### config.mk
export PLATFORM = sky130hd
export DESIGN_NAME = rst_cause_reg
export DESIGN_NICKNAME = d
export VERILOG_FILES = /design/src/rtl/rcr_pkg.sv /design/src/rtl/rcr_flags.sv /design/src/rtl/rcr_ctrl.sv /design/src/rtl/rcr_view.sv /design/src/rtl/rst_cause_reg.sv
export SDC_FILE = /design/constraint.sdc
export NUM_CORES = 1
export LEC_CHECK = 0
export BUFFER_PORTS_ARGS = -buffer_cell sky130_fd_sc_hd__buf_4
export CORE_AREA = 4 4 41 43
export CTS_CLUSTER_DIAMETER = 200
export DETAILED_ROUTE_END_ITERATION = 16
export DIE_AREA = 0 0 45 47
export SLEW_MARGIN = 30
export SYNTH_ARGS = -nofsm -noshare
export SYNTH_HDL_FRONTEND = slang
export SYNTH_HIERARCHICAL = 1
export SYNTH_SLANG_ARGS = --single-unit
### constraint.sdc
create_clock -name clk -period 0.9 [get_ports clk]
set_input_delay 0.225 -clock clk [delete_from_list [all_inputs] [get_ports clk]]
set_output_delay 0.225 -clock clk [all_outputs]
set_load 0.03 [all_outputs]
### src/rtl/rcr_pkg.sv
package rcr_pkg;
  localparam int REG_W   = 8;
  localparam int TRIM_W  = 2;
  localparam int SRC_W   = 2;
  localparam int B_TRIM  = 5;
  localparam int B_WDG   = 4;
  localparam int B_LVD   = 2;
  localparam int B_WARN  = 1;
  localparam int B_IEN   = 0;

  typedef enum logic [SRC_W-1:0] {
    SRC_PIN = 2'b00,
    SRC_WDG = 2'b01,
    SRC_LVD = 2'b10
  } src_e;

  typedef struct packed {
    logic wdg;
    logic lvd;
  } flags_t;

  typedef struct packed {
    logic [TRIM_W-1:0] trim;
    logic              ien;
    logic              warn;
  } ctrl_t;
endpackage

### src/rtl/rcr_flags.sv
module rcr_flags
  import rcr_pkg::*;
(
  input  logic   clk,
  input  logic   por_n,
  input  logic   evt_wdg,
  input  logic   evt_lvd,
  input  logic   clr_wdg,
  input  logic   rd_clr,
  output flags_t flags
);
  flags_t nxt;

  always_comb begin
    nxt = flags;
    // low-voltage event dominates the watchdog flag
    if (evt_lvd)      nxt.wdg = 1'b0;
    else if (evt_wdg) nxt.wdg = 1'b1;
    else if (clr_wdg) nxt.wdg = 1'b0;
    // a set beats the read-clear
    if (evt_lvd)      nxt.lvd = 1'b1;
    else if (rd_clr)  nxt.lvd = 1'b0;
  end

  always_ff @(posedge clk or negedge por_n) begin
    if (!por_n) flags <= '0;
    else        flags <= nxt;
  end


  lvd_set_chk: assert property (@(posedge clk) disable iff (!por_n)
    evt_lvd |=> (flags.lvd && !flags.wdg));

  rd_clr_chk: assert property (@(posedge clk) disable iff (!por_n)
    (rd_clr && !evt_lvd) |=> !flags.lvd);

  wdg_hold_chk: assert property (@(posedge clk) disable iff (!por_n)
    (!evt_lvd && !evt_wdg && !clr_wdg) |=> $stable(flags.wdg));

  wdg_set_chk: assert property (@(posedge clk) disable iff (!por_n)
    (evt_wdg && !evt_lvd) |=> flags.wdg);
endmodule

### src/rtl/rcr_ctrl.sv
module rcr_ctrl
  import rcr_pkg::*;
#(
  parameter logic [TRIM_W-1:0] TRIM_INIT = '1
) (
  input  logic             clk,
  input  logic             rst_n,
  input  logic             wr_en,
  input  logic [REG_W-1:0] wdata,
  input  logic             warn_lvl,
  output ctrl_t            ctrl
);
  always_ff @(posedge clk or negedge rst_n) begin
    if (!rst_n) begin
      ctrl.trim <= TRIM_INIT;
      ctrl.ien  <= 1'b0;
      ctrl.warn <= 1'b0;
    end else begin
      ctrl.warn <= warn_lvl;
      if (wr_en) begin
        ctrl.trim <= wdata[B_TRIM +: TRIM_W];
        ctrl.ien  <= wdata[B_IEN];
      end
    end
  end


  trim_keep_chk: assert property (@(posedge clk) disable iff (!rst_n)
    !wr_en |=> $stable(ctrl.trim) && $stable(ctrl.ien));
endmodule

### src/rtl/rcr_view.sv
module rcr_view
  import rcr_pkg::*;
(
  input  flags_t           flags,
  input  ctrl_t            ctrl,
  output logic [REG_W-1:0] rdata,
  output logic             irq,
  output logic [SRC_W-1:0] src
);
  always_comb begin
    rdata                      = '0;
    rdata[B_TRIM +: TRIM_W]    = ctrl.trim;
    rdata[B_WDG]               = flags.wdg;
    rdata[B_LVD]               = flags.lvd;
    rdata[B_WARN]              = ctrl.warn;
    rdata[B_IEN]               = ctrl.ien;
  end

  assign irq = ctrl.warn & ctrl.ien;

  always_comb begin
    if (flags.lvd)      src = SRC_LVD;
    else if (flags.wdg) src = SRC_WDG;
    else                src = SRC_PIN;
  end
endmodule

### src/rtl/rst_cause_reg.sv
module rst_cause_reg
  import rcr_pkg::*;
#(
  parameter logic [TRIM_W-1:0] TRIM_INIT = '1
) (
  input  logic             clk,
  input  logic             por_n,
  input  logic             rst_n,
  input  logic             evt_wdg,
  input  logic             evt_lvd,
  input  logic             warn_lvl,
  input  logic             bus_sel,
  input  logic             bus_wr,
  input  logic             bus_rd,
  input  logic [REG_W-1:0] bus_wdata,
  output logic [REG_W-1:0] bus_rdata,
  output logic             irq,
  output logic [SRC_W-1:0] src_code
);
  flags_t flags;
  ctrl_t  ctrl;
  logic   wr_ok, rd_ok;

  assign wr_ok = bus_sel & bus_wr & rst_n;
  assign rd_ok = bus_sel & bus_rd & rst_n;

  rcr_flags u_flags (
    .clk     (clk),
    .por_n   (por_n),
    .evt_wdg (evt_wdg),
    .evt_lvd (evt_lvd),
    .clr_wdg (wr_ok & ~bus_wdata[B_WDG]),
    .rd_clr  (rd_ok),
    .flags   (flags)
  );

  rcr_ctrl #(.TRIM_INIT(TRIM_INIT)) u_ctrl (
    .clk      (clk),
    .rst_n    (rst_n),
    .wr_en    (wr_ok),
    .wdata    (bus_wdata),
    .warn_lvl (warn_lvl),
    .ctrl     (ctrl)
  );

  rcr_view u_view (
    .flags (flags),
    .ctrl  (ctrl),
    .rdata (bus_rdata),
    .irq   (irq),
    .src   (src_code)
  );


  irq_src_chk: assert property (@(posedge clk) disable iff (!rst_n)
    irq |-> (bus_rdata[B_WARN] && bus_rdata[B_IEN]));

  lvd_src_chk: assert property (@(posedge clk) disable iff (!por_n)
    bus_rdata[B_LVD] |-> (src_code == SRC_LVD));

  flag_rst_chk: assert property (@(posedge clk) disable iff (!por_n)
    (!rst_n && !evt_wdg && !evt_lvd) |=> $stable(flags));
endmodule

Word level (Yosys, flattened, before mapping)
Cells that the tools add are included.

Reduce and logical (&&, ||, !) cells: 2. Bitwise logic cells: 7. Mux-type cells: 7.

Operators by type and width (count): $and 1x1->1 (6); $mux 1 (6); $reduce_bool 3->1 (1); $mux 2 (1); $reduce_bool 2->1 (1); $not 1->1 (1).

Input port bits: 17. Flip-flop bits (word level): 6. Output and inout bits: 11. Word-level logic and storage cells: 21.

Longest topological paths before layout
Gate-level depths: netlist of run 1.

Depth in word-level cells: 6. Gate-level depth with buffers: 3. Depth with buffers taken out: 3.

Cells and area by module
The synthesis of run 1 kept the hierarchy.

By module, submodules not included: rcr_ctrl (sequential area each 102.6 µm², times used 1, cells each 7, area each 136.4 µm²); rcr_view (sequential area each 0.0 µm², times used 1, cells each 12, area each 91.3 µm²); rcr_flags (sequential area each 50.0 µm², times used 1, cells each 7, area each 80.1 µm²); rst_cause_reg (sequential area each 0.0 µm², times used 1, cells each 3, area each 22.5 µm²).

Worst setup path after synthesis of run 1
Ideal clock, no wire load.

Kind: input-to-reg. Start: in rst_n. End: reg u_ctrl/ctrl[1] (netlist name). Path slack: 0.029 ns. Stages on the path: 2. Data required time: 0.775 ns. Arrival time: 0.746 ns. Library setup time: 0.125 ns. Path buffers: 0. Cells stage by stage: and3_1 mux2_2.

Longest elaborated chain between the ends: 1.

Ends and longest elaborated chain: from (decl) (RTL line rst_cause_reg.sv:8) `input logic rst_n,`; $and 1x1->1 (RTL line rst_cause_reg.sv:24) `assign wr_ok = bus_sel & bus_wr & rst_n;`.

Every way passes these cells. A chain may end at the register's enable or synchronous reset.

Worst setup path in the final report of run 1
Start: reg u_flags/flags[0] (netlist name). End: out src_code[0].

Longest elaborated chain between the ends: 1.

Ends and longest elaborated chain: $mux 2 (RTL line rcr_view.sv:22) `if (flags.lvd) src = SRC_LVD;`; to (decl) (RTL line rst_cause_reg.sv:18) `output logic [SRC_W-1:0] src_code`.

Every way passes these cells.

==> impl_metrics.ini, run 1 <==
[status]
status = complete, but fails checks
violations = setup timing

[floorplanning]
die_area_um2 = 2120
die_y_um = 47
num_rows = 13
core_area_um2 = 1300
start_util_pct = 25.4
io_pins = 28
die_w_um = 45

[worst_setup_path]
required_ns = 0.67
r2r_end = u_ctrl/ctrl[1]$_DFFE_PN0P_
rr_worst_depth = 3
r2r_start = u_ctrl/ctrl[1]$_DFFE_PN0P_
crit_path_max_fanout = 4
rrSetupSlack_ns = -0.10
cp-end-kind = primary output
critical_path_buf_inv_count = 1
critPathTopFamily = flip-flops
worst_ep_arrival_time_ns = 0.92
crit_start = u_flags/flags[0]$_DFFE_PN0P_
critPathSlowestCell = dfrtp_2
cp-start-kind = flop
slowest_delay_ns = 0.43
crit_chain = nor2b_4, buf_6
crit_type = reg2out

[power]
fin_total_pwr_uw = 971
powerDensity_nw_per_um2 = 1640
leakage_uw = 0.000300
irDropWorstVdd_mv = 0.840

[timing]
finalSetupViolCount = 11
setup_slack_ns = -0.249
grt_setup_unrepaired = true
hold_slack_ns = 0.0797
period_needed_ns = 1.15
hold_viol_final = 0
period_share_pct = 128
finClkSkew_ns = 0
fmax_mhz = 870
slew_viol_final = 0

[synthesis]
synth_area_leaders = dfrtp_1 30%, buf_4 20%, dfstp_2 16%
syn_inst = 29
ys_warn_count = 6
mappedNetlistArea_um2 = 330
syn_avg_cell_area_um2 = 11.4
ys_seq_area_share_pct = 46.2
synth_top_area_share_pct = 30.3
yosys.area.top_type = dfrtp_1
ys_ff_latch = 6
ys_types = 13

[global_route]
grt_pass1_wl_um = 1140
grt_pass1_vias = 295
grt_overflow = 0
antenna_found_initial = 0
grt_max_degree = 5
gr-usage-all-layers_pct = 8.27

[min_path]
min_path_type = in2reg
hold_start = warn_lvl
holdPathStages = 1
hold_end = u_ctrl/ctrl[0]$_DFF_PN0_

[place]
preCtsSetupSlack_ns = -0.118
placed_cell_area_um2 = 480
numPortBuffers = 21
gp_congestion = 0.701
dp.cells = 62

[finish]
fill_cells = 139
syn2layout_area_growth_pct = 78.8
fin_area_um2 = 591
n_antenna_cell = 0
final_cells = 72
nets = 75
seqCellArea_um2 = 154
mostFrequentLayoutCell = buf_4
layout-drive-gt1-share_pct = 73.7
multi_input_area_um2 = 109
layout_common_cells = 22 x buf_4, 8 x buf_6, 3 x clkbuf_4, 3 x mux2_2, 3 x dfrtp_1

[clock_network]
clock_sinks = 6
cts_buffers = 3
htree_levels = 1
cts-root-buf = clkbuf_4
clockBufferDepth = 2
cts_tree = built
path_clk_slew_ns = 0.05
clkLatencyLatePin_ns = 0.24

[drt]
antenna_left = 0
drtPass1Iterations = 2
wl_um = 764
drt_iter0_drc = 1
post_drt_wl_per_cell_um = 10.6
num_vias = 291
via_per_inst = 4.04
drc = 0

[flow_run]
drv_cap = 0
==> area by class of cell <==
type                            instances  share of cell area (%)
Inverter                                2                    1.27
Multi-Input combinational cell         13                    18.4
Tap cell                               15                    3.18
Clock buffer                            4                    4.45
Sequential cell                         6                    26.1
Timing Repair Buffer                   32                    46.6
==> timing repair <==
action	4_1_cts	5_1_grt
setup endpoints to repair	9	10
resized for setup	8	2
hold endpoints to repair	4	0
pin swaps	0	1
buffers inserted	1	3
hold buffers	2	0
==> synth_stat cells, drive strengths merged <==
| cell type | count |
|---|---|
| and2 | 1 |
| nand2b | 1 |
| and4b | 1 |
| mux2 | 3 |
| a21o | 1 |
| and3 | 2 |
| nor2b | 1 |
| inv | 2 |
| buf | 9 |
| dfstp | 2 |
| conb | 1 |
| dfrtp | 4 |
| a21oi | 1 |
==> power by group <==
| part | total, uW | internal [uW] | switching (uW) |
|---|---|---|---|
| clock network | 272 | 168 | 104 |
| registers | 343 | 317 | 25.7 |
| logic | 356 | 196 | 160 |
==> per-layer routing <==
layer / vias up / routed length, um / share of wire, % / global-route usage, %
li1: 138 / - / - / -
met1: 133 / 260 / 34 / 7.64
met2: 18 / 418 / 55 / 13.3
met3: 2 / 70 / 9.2 / 2.30
met4: 0 / 14 / 1.8 / 10.5
met5: - / 0 / 0 / 0
==> state kept, by name, summed over array words and instances (netlist names) <==
register,count
u_ctrl/ctrl,4
u_flags/flags,2
==> stage by stage <==
step / TNS [ns] / utilization [%]
4_1_cts: -1.86 / 43.1
3_3_place_gp: -0.326 / 36.9
3_5_place_dp: -0.356 / 36.9
2_1_floorplan: 0 / -
6_report: -2.01 / 45.4
5_1_grt: -2.38 / 45.4
==> kinds of logic after synthesis <==
logic type             count (synthesis)  share of synthesized area (%)
AOI/OAI and AO/OA                      2                           4.93
buffers and inverters                 11                           22.7
DFF                                    6                           46.2
muxes                                  3                           10.2
other                                  1                           1.14
and+or+nand+nor                        6                           14.8
==> how the worst max path moves through the flow <==
stage,end,slack [ns],cells past startpoint
5_1_grt,src_code[0],-0.30,2
3_3_place_gp,u_ctrl/ctrl[1]$_DFFE_PN0P_,-0.11,3
6_report,src_code[0],-0.25,2
3_5_place_dp,u_ctrl/ctrl[1]$_DFFE_PN0P_,-0.12,3
2_1_floorplan,bus_rdata[5],0.03,1
4_1_cts,src_code[0],-0.26,2
Note: power is estimated with default switching activity, not from simulation.
==> run 2, diff against run 1 <==
--- a/config.mk
+++ b/config.mk
@@ -9,2 +9,3 @@
 export CORE_AREA = 4 4 41 43
+export CTS_BUF_LIST = sky130_fd_sc_hd__clkbuf_8 sky130_fd_sc_hd__clkbuf_16
 export CTS_CLUSTER_DIAMETER = 200
==> constraint.sdc (replaced) <==
create_clock -name clk -period 0.9 [get_ports clk]
set_input_delay 0.045 -clock clk [delete_from_list [all_inputs] [get_ports clk]]
set_output_delay 0.045 -clock clk [all_outputs]
set_load 0.03 [all_outputs]
==> impl_metrics.ini, run 2 (synthesis gave the netlist of run 1 again) <==
[status]
status = complete, but fails checks
violations = setup timing

[finish]
mostFrequentLayoutCell = buf_4
syn2layout_area_growth_pct = 79.2
nets = 72
n_antenna_cell = 0
largest_reg_flops = 4
final_cells = 69
largest_register = u_ctrl/ctrl
layout-drive-gt1-share_pct = 70.4
reg_top3 = u_ctrl/ctrl (4), u_flags/flags (2)
layout_common_cells = 19 x buf_4, 6 x buf_6, 4 x dlygate4sd3_1

[worst_setup_path]
crit_type = reg2out
required_ns = 0.85
r2r_start = u_flags/flags[1]$_DFFE_PN0P_
rrSetupSlack_ns = 0.06
cp-end-kind = primary output
crit_path_max_fanout = 4
crit_end = src_code[0]
worst_ep_arrival_time_ns = 0.89
cp-start-kind = flop
r2r_end = u_flags/flags[1]$_DFFE_PN0P_
rr_worst_depth = 4
crit_start = u_flags/flags[0]$_DFFE_PN0P_

[place]
preCtsSetupSlack_ns = 0.0568
gp_congestion = 0.680
dp.cells = 58
numPortBuffers = 21

[clock_network]
clockBufferDepth = 2
clock_sinks = 6
cts-root-buf = clkbuf_8
cts_buffers = 3
clkLatencyLatePin_ns = 0.22
htree_levels = 1
path_clk_slew_ns = 0.04
cts_tree = built

[floorplanning]
die_area_um2 = 2120
num_rows = 13
core_area_um2 = 1300
die_y_um = 47
io_pins = 28
start_util_pct = 25.4
die_w_um = 45

[drt]
antenna_left = 0
via_per_inst = 3.97
wl_um = 669
drc = 0
drt_iter0_drc = 1
drtPass1Iterations = 2
post_drt_wl_per_cell_um = 9.70
num_vias = 274

[global_route]
antenna_found_initial = 0
grt_pass1_wl_um = 1080
grt_pass1_vias = 264
gr-usage-all-layers_pct = 7.88
grt_overflow = 0
grt_max_degree = 5

[timing]
slew_viol_final = 0
period_share_pct = 104
fmax_mhz = 1070
hold_viol_final = 0
setup_slack_ns = -0.0375
period_needed_ns = 0.937
grt_setup_unrepaired = true
finClkSkew_ns = 0
finalSetupViolCount = 4

[power]
powerDensity_nw_per_um2 = 1810
irDropWorstVdd_mv = 0.767
leakage_uw = 0.000296

[flow_run]
drv_cap = 0

[min_path]
min_path_type = in2reg
-- run 2: cell count changes in the layout (fill, tap and decap cells not counted), sizes merged --
cell / before / now
clkbuf: 4 / 3
inv: 2 / 3
buf: 30 / 25
dlygate4sd3: 2 / 4
-- run 2: layer usage --
layer | part of all wire [%] | vias to the layer above | GRT usage [%]
li1 | - | 131 | -
met1 | 34 | 128 | 7.67
met2 | 52 | 15 | 11.9
met3 | 13 | 0 | 2.30
met4 | 0 | 0 | 10.5
met5 | 0 | - | 0
-- run 2: worst min path at each step --
stage                             from                           end  slack [ns]  cells past startpoint
after global routing      bus_wdata[0]    u_ctrl/ctrl[1]$_DFFE_PN0P_        0.05                      2
after global placement           por_n  u_flags/flags[0]$_DFFE_PN0P_       -0.17                      1
after detailed placement         por_n  u_flags/flags[1]$_DFFE_PN0P_       -0.17                      1
after CTS                 bus_wdata[6]    u_ctrl/ctrl[3]$_DFFE_PN1P_        0.05                      2
final                     bus_wdata[5]    u_ctrl/ctrl[2]$_DFFE_PN1P_        0.06                      2
after floorplan                  rst_n      u_ctrl/ctrl[0]$_DFF_PN0_       -0.25                      0
-- run 2: power by group --
part	leakage [uW]	total [uW]	switching, uW	internal (uW)
Clock	0.0000269	411	117	293
Sequential	0.0000660	343	25.2	318
Combinational	0.000203	318	150	167
Total	0.000296	1070	293	778
-- run 2: cell type report --
| class | instances | area (um2) |
|---|---|---|
| Tap cell | 15 | 18.8 |
| Sequential cell | 6 | 154 |
| Multi-Input combinational cell | 13 | 116 |
| Timing Repair Buffer | 29 | 250 |
| Fill cell | 136 | 709 |
| Clock inverter | 1 | 3.75 |
| Inverter | 2 | 7.51 |
| Clock buffer | 3 | 41.3 |
-- run 2: repair_timing --
action	CTS	global route
hold buffers	4	0
setup buffers	2	1
resized for setup	4	5
setup endpoints to repair	6	6
endpoints found under the hold margin	8	0
-- run 2: per-stage QoR --
stage	utilization (%)	power, uW	hold slack (ns)	TNS [ns]	cell area (um2)
after floorplan	-	540	-0.251	0	334
after global placement	34.6	602	-0.171	0	450
after detailed placement	34.6	607	-0.172	0	450
after CTS	43.5	1070	0.0536	-0.137	566
after global routing	45.5	1140	0.0518	-0.227	592
final	45.5	1070	0.0609	-0.0873	592
-- run 2: critical path, stage by stage, from the launching register on --
cell and delay, ns:
dfrtp_2 0.43, nor2b_4 0.11, buf_6 0.13
==> run 3, diff against run 2 <==
- CORE_AREA: 4 4 41 43 -> 2 2 39 41
- DIE_AREA: 0 0 45 47 -> 0 0 41 43
- RECOVER_POWER: not set -> 100
==> impl_metrics.ini, run 3 (synthesis gave the netlist of run 1 again) <==
[finish]
utilization_pct = 40.2
syn2layout_area_growth_pct = 68.6
n_antenna_cell = 0
final_cells = 69
largest_reg_flops = 4
reg_top3 = u_ctrl/ctrl (4), u_flags/flags (2)
nets = 71
layout-drive-gt1-share_pct = 56.6
layout_common_cells = 13 x buf_4, 5 x buf_6, 4 x dlygate4sd3_1
mostFrequentLayoutCell = buf_4
largest_register = u_ctrl/ctrl
fin_area_um2 = 557

[worst_setup_path]
crit_path_max_fanout = 4
critPathSlowestCell = dfrtp_2
rrSetupSlack_ns = 0.03
slowest_delay_ns = 0.43
crit_chain = nor2b_4, buf_6
required_ns = 0.85
cp-start-kind = flop
crit_type = reg2out
cp-end-kind = primary output
worst_ep_arrival_time_ns = 0.90

[drt]
wl_um = 583
post_drt_wl_per_cell_um = 8.45
drc = 0
via_per_inst = 3.74
antenna_left = 0
num_vias = 258
drt_iter0_drc = 0
drtPass1Iterations = 1

[floorplanning]
num_rows = 14
die_area_um2 = 1760
start_util_pct = 23.9
io_pins = 28
core_area_um2 = 1380
die_y_um = 43
die_w_um = 41

[clock_network]
cts_buffers = 3
cts_tree = built
path_clk_slew_ns = 0.04
clock_sinks = 6
clkLatencyLatePin_ns = 0.22
clockBufferDepth = 2
cts-root-buf = clkbuf_8
htree_levels = 1

[min_path]
min_path_type = in2reg

[flow_run]
drv_cap = 0

[global_route]
antenna_found_initial = 0
grt_overflow = 0
grt_pass1_vias = 263
grt_pass1_wl_um = 1050
gr-usage-all-layers_pct = 9.00
grt_max_degree = 5

[status]
violations = setup timing
status = complete, but fails checks

[timing]
fmax_mhz = 1060
finalSetupViolCount = 4
fin_tns_setup_ns = -0.105
grt_setup_unrepaired = true
period_share_pct = 105
finClkSkew_ns = 0
slew_viol_final = 0
period_needed_ns = 0.941
hold_viol_final = 0
setup_slack_ns = -0.0414

[place]
placed_cell_area_um2 = 452
gp_congestion = 0.640
dp.cells = 59
numPortBuffers = 21

[power]
fin_total_pwr_uw = 1050
leakage_uw = 0.000275
powerDensity_nw_per_um2 = 1880
irDropWorstVdd_mv = 0.868
==> run 3: cell count changes in the layout (fill, tap and decap cells not counted), sizes merged <==
| cell | previous run | this run |
|---|---|---|
| buf | 25 | 18 |
| clkbuf | 3 | 9 |
==> run 3: critical path, delay by kind of cell (launching register included) <==
kind	cells	cell delay, ns
AND/OR/NAND/NOR	1	0.12
buffers and inverters	1	0.13
flip-flops	1	0.43
==> run 3: path summary, 6_finish.rpt <==
kind,to,depth (start not counted),startpoint
worst max-delay path,src_code[0],2,u_flags/flags[0]$_DFFE_PN0P_
worst min-delay path,u_ctrl/ctrl[1]$_DFFE_PN0P_,2,bus_wdata[0]
worst max register to register,u_ctrl/ctrl[1]$_DFFE_PN0P_,2,u_ctrl/ctrl[1]$_DFFE_PN0P_
worst min register to register,u_flags/flags[1]$_DFFE_PN0P_,2,u_flags/flags[1]$_DFFE_PN0P_
max in group asynchronous,u_ctrl/ctrl[2]$_DFFE_PN1P_,3,rst_n
min in group asynchronous,u_flags/flags[1]$_DFFE_PN0P_,2,por_n
==> run 3: where the power goes <==
part           switching (uW)  leakage (uW)  internal [uW]
registers                25.9     0.0000650            313
clock network             113     0.0000269            293
logic                     145      0.000183            160
==> run 3: per-stage QoR <==
stage               setup WS (ns)  hold slack (ns)
floorplan                   0.172           -0.251
global placement           0.0524           -0.172
detailed placement         0.0631           -0.172
CTS                       -0.0594           0.0557
global route              -0.0713           0.0659
finish                    -0.0414           0.0604
==> run 3: what timing repair did <==
action | 4_1_cts | 5_1_grt
endpoints found under the setup margin | 6 | 7
hold endpoints to repair | 8 | 0
cloned | 0 | 0
setup buffers | 2 | 0
resized for setup | 4 | 3
hold buffers | 4 | 0
==> run 3: area by class of cell <==
class | count | area, um2
fill | 148 | 827
timing repair buffer | 28 | 225
sequential | 6 | 154
multi-input combinational | 13 | 105
clock buffer | 3 | 41.3
tap | 16 | 20.0
inverter | 2 | 7.51
clock inverter | 1 | 3.75
==> run 3: metal layers <==
metal / share of wire [%] / vias up / routed length [um] / track usage, %
li1: - / 129 / - / -
met1: 42 / 114 / 244 / 11.5
met2: 49 / 15 / 283 / 12.2
met3: 9.4 / 0 / 55 / 0
met4: 0 / 0 / 0 / 10.0
met5: 0 / - / 0 / 0
